[src/rtl/crcapp_pkg.sv]
package crcapp_pkg;

   typedef struct packed {
      logic valid;
      logic start;
      logic stop;
   } beat_flags_t;

   function automatic int words_per_crc(input int crc_len, input int width);
      return crc_len / width;
   endfunction

endpackage

[src/rtl/crcapp_step.sv]
// Folds one W-bit word into the CRC register, all bits in one cycle.
module crcapp_step #(
   parameter int         W          = 16,
   parameter int         L          = 16,
   parameter logic [L:0] POLY       = 17'h11021,
   parameter bit         DIRECT     = 1'b0,
   parameter bit         REFLECT_IN = 1'b0
) (
   input  logic [L-1:0] crc_i,
   input  logic [W-1:0] word_i,
   output logic [L-1:0] crc_o
);

   localparam logic [L-1:0] TAPS = POLY[L-1:0];

   logic [W-1:0] word_ord;

   generate
      if (REFLECT_IN) begin : g_lane_rev
         for (genvar b = 0; b < W / 8; b++) begin : g_lane
            for (genvar j = 0; j < 8; j++) begin : g_bit
               assign word_ord[b*8+j] = word_i[b*8+7-j];
            end
         end
      end else begin : g_lane_keep
         assign word_ord = word_i;
      end

      if (DIRECT) begin : g_augmented
         logic [L-1:0] acc;
         always_comb begin
            acc = crc_i;
            for (int k = W - 1; k >= 0; k--) begin
               acc = {acc[L-2:0], word_ord[k]} ^ (acc[L-1] ? TAPS : '0);
            end
            crc_o = acc;
         end
      end else begin : g_plain
         logic [L-1:0] acc;
         always_comb begin
            acc = crc_i;
            for (int k = W - 1; k >= 0; k--) begin
               acc = {acc[L-2:0], 1'b0} ^ ((acc[L-1] ^ word_ord[k]) ? TAPS : '0);
            end
            crc_o = acc;
         end
      end
   endgenerate

endmodule

[src/rtl/crcapp_finish.sv]
// Turns the register contents into the checksum: optional zero flush,
// optional full reversal, then the mask.
module crcapp_finish #(
   parameter int         L           = 16,
   parameter logic [L:0] POLY        = 17'h11021,
   parameter bit         DIRECT      = 1'b0,
   parameter bit         REFLECT_OUT = 1'b0,
   parameter logic [L-1:0] XOR_OUT   = '0
) (
   input  logic [L-1:0] crc_i,
   output logic [L-1:0] chk_o
);

   localparam logic [L-1:0] TAPS = POLY[L-1:0];

   logic [L-1:0] flushed;
   logic [L-1:0] ordered;

   generate
      if (DIRECT) begin : g_flush
         logic [L-1:0] acc;
         always_comb begin
            acc = crc_i;
            for (int k = 0; k < L; k++) begin
               acc = {acc[L-2:0], 1'b0} ^ (acc[L-1] ? TAPS : '0);
            end
            flushed = acc;
         end
      end else begin : g_no_flush
         assign flushed = crc_i;
      end

      if (REFLECT_OUT) begin : g_rev
         for (genvar i = 0; i < L; i++) begin : g_bit
            assign ordered[i] = flushed[L-1-i];
         end
      end else begin : g_keep
         assign ordered = flushed;
      end
   endgenerate

   assign chk_o = ordered ^ XOR_OUT;

endmodule

[src/rtl/crcapp_emit.sv]
// Output register: echoes message words, then shifts out the checksum.
module crcapp_emit
   import crcapp_pkg::*;
#(
   parameter int W = 16,
   parameter int L = 16
) (
   input  logic         clk,
   input  logic         rst_n,
   input  logic         in_valid,
   input  logic         in_start,
   input  logic         in_end,
   input  logic [W-1:0] in_data,
   input  logic [L-1:0] chk_i,
   output logic [W-1:0] out_data,
   output logic         out_valid,
   output logic         out_start,
   output logic         out_end
);

   localparam int NW = words_per_crc(L, W);
   localparam int CW = $clog2(NW + 1);

   logic [L-1:0]  tail_sr;
   logic [CW-1:0] tail_cnt;
   logic [W-1:0]  data_q;
   beat_flags_t   flags_q;

   always_ff @(posedge clk) begin
      if (!rst_n) begin
         tail_sr  <= '0;
         tail_cnt <= '0;
         data_q   <= '0;
         flags_q  <= '0;
      end else if (in_valid) begin
         data_q        <= in_data;
         flags_q.valid <= 1'b1;
         flags_q.start <= in_start;
         flags_q.stop  <= 1'b0;
         if (in_end) begin
            tail_sr  <= chk_i;
            tail_cnt <= CW'(NW);
         end
      end else if (tail_cnt != '0) begin
         data_q        <= tail_sr[L-1 -: W];
         flags_q.valid <= 1'b1;
         flags_q.start <= 1'b0;
         flags_q.stop  <= (tail_cnt == CW'(1));
         tail_sr       <= tail_sr << W;
         tail_cnt      <= tail_cnt - CW'(1);
      end else begin
         data_q  <= '0;
         flags_q <= '0;
      end
   end

   assign out_data  = data_q;
   assign out_valid = flags_q.valid;
   assign out_start = flags_q.start;
   assign out_end   = flags_q.stop;

endmodule

[src/rtl/crcapp_gen.sv]
module crcapp_gen #(
   parameter int               W              = 16,
   parameter int               CRC_LEN        = 16,
   parameter logic [CRC_LEN:0] POLY           = 17'h11021,
   parameter logic [CRC_LEN-1:0] INIT_VALUE   = '0,
   parameter bit               INIT_REPLICATE = 1'b0,
   parameter bit               INIT_BIT       = 1'b0,
   parameter bit               DIRECT         = 1'b0,
   parameter bit               REFLECT_IN     = 1'b0,
   parameter bit               REFLECT_OUT    = 1'b0,
   parameter logic [CRC_LEN-1:0] XOR_OUT      = '0
) (
   input  logic         clk,
   input  logic         rst_n,
   input  logic [W-1:0] in_data,
   input  logic         in_valid,
   input  logic         in_start,
   input  logic         in_end,
   output logic [W-1:0] out_data,
   output logic         out_valid,
   output logic         out_start,
   output logic         out_end
);

   localparam logic [CRC_LEN-1:0] INIT_EFF =
      INIT_REPLICATE ? {CRC_LEN{INIT_BIT}} : INIT_VALUE;

   generate
      if (CRC_LEN < 2) begin : g_err_len
         $error("CRC_LEN must be at least 2");
      end
      if (W > CRC_LEN || (CRC_LEN % W) != 0) begin : g_err_ratio
         $error("W must divide CRC_LEN and not exceed it");
      end
      if (POLY[CRC_LEN] != 1'b1) begin : g_err_poly
         $error("POLY top coefficient must be 1");
      end
      if (REFLECT_IN && (W % 8) != 0) begin : g_err_lane
         $error("input reflection needs W to be a multiple of 8");
      end
   endgenerate

   logic [CRC_LEN-1:0] crc_q;
   logic [CRC_LEN-1:0] crc_base;
   logic [CRC_LEN-1:0] crc_next;
   logic [CRC_LEN-1:0] chk;

   assign crc_base = in_start ? INIT_EFF : crc_q;

   crcapp_step #(
      .W(W), .L(CRC_LEN), .POLY(POLY), .DIRECT(DIRECT), .REFLECT_IN(REFLECT_IN)
   ) u_step (
      .crc_i(crc_base), .word_i(in_data), .crc_o(crc_next)
   );

   always_ff @(posedge clk) begin
      if (!rst_n) begin
         crc_q <= INIT_EFF;
      end else if (in_valid) begin
         crc_q <= crc_next;
      end
   end

   crcapp_finish #(
      .L(CRC_LEN), .POLY(POLY), .DIRECT(DIRECT),
      .REFLECT_OUT(REFLECT_OUT), .XOR_OUT(XOR_OUT)
   ) u_finish (
      .crc_i(crc_next), .chk_o(chk)
   );

   crcapp_emit #(
      .W(W), .L(CRC_LEN)
   ) u_emit (
      .clk(clk), .rst_n(rst_n),
      .in_valid(in_valid), .in_start(in_start), .in_end(in_end),
      .in_data(in_data), .chk_i(chk),
      .out_data(out_data), .out_valid(out_valid),
      .out_start(out_start), .out_end(out_end)
   );

endmodule

[config.mk]
export PLATFORM = sky130hd
export DESIGN_NAME = crcapp_gen
export DESIGN_NICKNAME = d
export VERILOG_FILES = /design/src/rtl/crcapp_pkg.sv /design/src/rtl/crcapp_step.sv /design/src/rtl/crcapp_finish.sv /design/src/rtl/crcapp_emit.sv /design/src/rtl/crcapp_gen.sv
export SDC_FILE = /design/constraint.sdc
export NUM_CORES = 1
export LEC_CHECK = 0
export ABC_AREA = 1
export BUFFER_PORTS_ARGS = -buffer_cell sky130_fd_sc_hd__buf_2
export CORE_ASPECT_RATIO = 0.8
export CORE_MARGIN = 2
export CORE_UTILIZATION = 50
export CTS_BUF_LIST = sky130_fd_sc_hd__clkbuf_4
export DETAILED_ROUTE_END_ITERATION = 7
export PLACE_DENSITY_LB_ADDON = 0.1
export SLEW_MARGIN = 30
export SYNTH_ARGS = -nofsm -noshare
export SYNTH_HDL_FRONTEND = slang
export SYNTH_SLANG_ARGS = --single-unit
[constraint.sdc]
create_clock -name clk -period 4.2 [get_ports clk]
set_input_delay 1.26 -clock clk [delete_from_list [all_inputs] [get_ports clk]]
set_output_delay 1.26 -clock clk [all_outputs]
set_load 0.02 [all_outputs]
==> run metrics <==
outcome=completed; Fin Clk Skew=0.00975 ns; synthesized instance count=366; f_max=0.376 GHz; root buffer cell=clkbuf_4; dpl hpwl=about 4500 um; Final Hold Fails=0; dpl ws=between 1 and 1.5 ns; largest net degree at the start of global routing=28; max cap viols=0; CP Data Required Time=4.52 ns; # DRC=0; Hold Slack=about 0.47 ns; register area share after synthesis=39.1%; Slew headroom=57.5%; CTS Buffer Depth=2; final cycle utilization of the critical path=63.3%; Diodes inserted=0; fraction of layout cells with a size suffix above 1=24.1%; buffers added on ports=39; die area=0.00592 sq mm; Sum Neg Setup Slack=0 ns; Final Non-Filler Cells=465; P&R area growth vs syn=11.3%; Pwr per Cell Area=403 mW/mm^2; Final Max Slew Viols=0; vias=2372; Inst Count DP=457; CTS tree=yes; post-synth top area share=39.1%; hold path cells=2; Overflow after GRT=0; crit-path most repeated cell=nand2_1; Placer Congestion=0.866; Num CTS Buffers=5; Crit-path slowest cell=inv_4; number of global-route vias before repair=~2200; syn_area_per_cell=7.27 sq um; Worst-path clk slew=~0.15 ns; most common cell in the netlist=nand2_1; critical path arrival=2.98 ns; vias per cell=5.10; final WL=6270 um; die height=69.2 um; ys flop type=dfxtp_1; H-tree depth=2; IO Pins=40; Setup Viol. Count Final=0; CP Cell Sequence=buf_2 > inv_4 > nand3_1 > nand2_2 > inv_1 > nand2_1 > nand2_1 > nand2_1 > nand2_2 > nand2_2 > nand2_1 > nand2b_1 > nand3_1 > a21oi_1; Row Count=23; TritonRoute pass-1 iters=4; Detail Route Antenna Nets=0; initial core utilization=52.5%; PnR worst setup slack=1.54 ns; area leader, netlist=dfxtp_1; Syn Std Cell Area=0.00266 sq mm; slowest stage delay, CP=roughly 0.26 ns; Die W=between 80 and 90 um; Post-CTS Setup Repair Bufs=0; drt first-iter violations=118; Post-CTS Resized=0; core area=0.00506 sq mm; YS warnings=0; first-pass GRT wire length=10500 um; average wire per standard cell=between 10 and 15 um; clk_lat worst skew=0.38 ns; Static Leak=around 0.0014 uW; synth cell count leaders=nand2_1, dfxtp_1, nand3_1, a21oi_1, inv_1; min cycle time layout=approximately 2.7 ns; initial antenna violation count=0; Max rail drop VDD=0.000214 V; Final nets=about 420; RSZ-0062 raised after global routing=no; gr usage total=between 20 and 25%; Startpoint Class=input pin; number of clock sinks=52; fillers=slightly below 500; Syn Nets=~390; Worst-Margin Slew=about 0.64 ns; CP Class=in2reg; CP endpoint kind=flop; EDFF count, synth=0; largest cells by area after synthesis=dfxtp_1, nand2_1, nand3_1; ys async rst share=0%; post-layout util=58.4%; worst-path maximum fanout=27; post-synth cell types=29; Post-CTS Hold Buffers=0; FF+latch count, synth=52; Hold WC Path Type=reg2reg; FF-to-FF path depth=12
==> power breakdown <==
part / total (uW) / internal [uW] / leakage, uW / switching, uW
Clock: 278 / 122 / 0.0000403 / 156
Combinational: 349 / 120 / 0.000946 / 230
Sequential: 564 / 539 / 0.000428 / 25.3
Total: 1190 / 780 / 0.00141 / 411
==> sequential cells by signal, summed over array words and instances, names as in the netlist <==
name	cells
crc_q	16
u_emit.out_data	16
u_emit.out_end	1
u_emit.out_start	1
u_emit.out_valid	1
u_emit.tail_cnt	1
u_emit.tail_sr	16
==> critical path: cells and delay by family <==
family                 cells  cell delay [ns]
and+or+nand+nor           10             1.13
AOI/OAI and AO/OA          1             0.15
buffers and inverters      3             0.42
==> layout make-up <==
type                            count  area (sq um)  area share (%)
Tap cell                           62          77.6            2.62
Inverter                           42           165            5.58
Clock buffer                        5          37.5            1.27
Clock inverter                      3          37.5            1.27
Timing Repair Buffer               42           218            7.35
Sequential cell                    52          1040            35.2
Multi-Input combinational cell    259          1380            46.7
==> layer usage <==
layer	wire length (um)	global-route usage [%]
met4	72	7.41
met2	2690	34.2
met1	3180	32.5
met5	0	0
met3	325	3.93
==> final timing paths <==
path,startpoint,end,slack (ns)
hold reg to reg,u_emit.tail_sr[2]$_SDFFE_PN0P_,u_emit.tail_sr[2]$_SDFFE_PN0P_,0.47
hold / removal,u_emit.tail_sr[2]$_SDFFE_PN0P_,u_emit.tail_sr[2]$_SDFFE_PN0P_,0.47
setup / recovery,in_start,u_emit.tail_sr[13]$_SDFFE_PN0P_,1.54
setup reg to reg,crc_q[13]$_SDFFE_PN0P_,u_emit.tail_sr[13]$_SDFFE_PN0P_,2.47
==> kinds of logic (layout without fill, tap and decap cells) <==
kind of cell | count (synthesis) | count (layout) | share of synthesized area [%]
XOR/XNOR | 9 | 9 | 3.25
AO/OA/AOI/OAI | 59 | 59 | 11.3
flip-flops | 52 | 52 | 39.1
AND/OR/NAND/NOR | 191 | 191 | 37.5
buffers and inverters | 55 | 92 | 8.84
==> per-stage QoR <==
stage / cell area (sq um) / total power [uW]
after floorplan: 2660 / 844
after global placement: 2890 / 918
after detailed placement: 2890 / 922
after CTS: 2960 / 1200
after global routing: 2960 / 1270
final: 2960 / 1190
==> placed cells by master (no fill, tap or decap), types with 2 or more instances in the layout <==
master / instances
xor2_1: 6
nand3_1: 39
nand4_1: 4
inv_1: 34
nand4_2: 2
clkbuf_4: 5
nand3_2: 4
nand2_4: 8
clkinv_1: 4
buf_4: 3
inv_2: 3
nand2_1: 97
nand3b_1: 2
xnor2_1: 2
o21ai_0: 24
a21oi_1: 34
nand2_2: 25
inv_4: 3
dfxtp_1: 52
buf_2: 39
nor2_1: 6
Power figures use the tool's default switching activity.
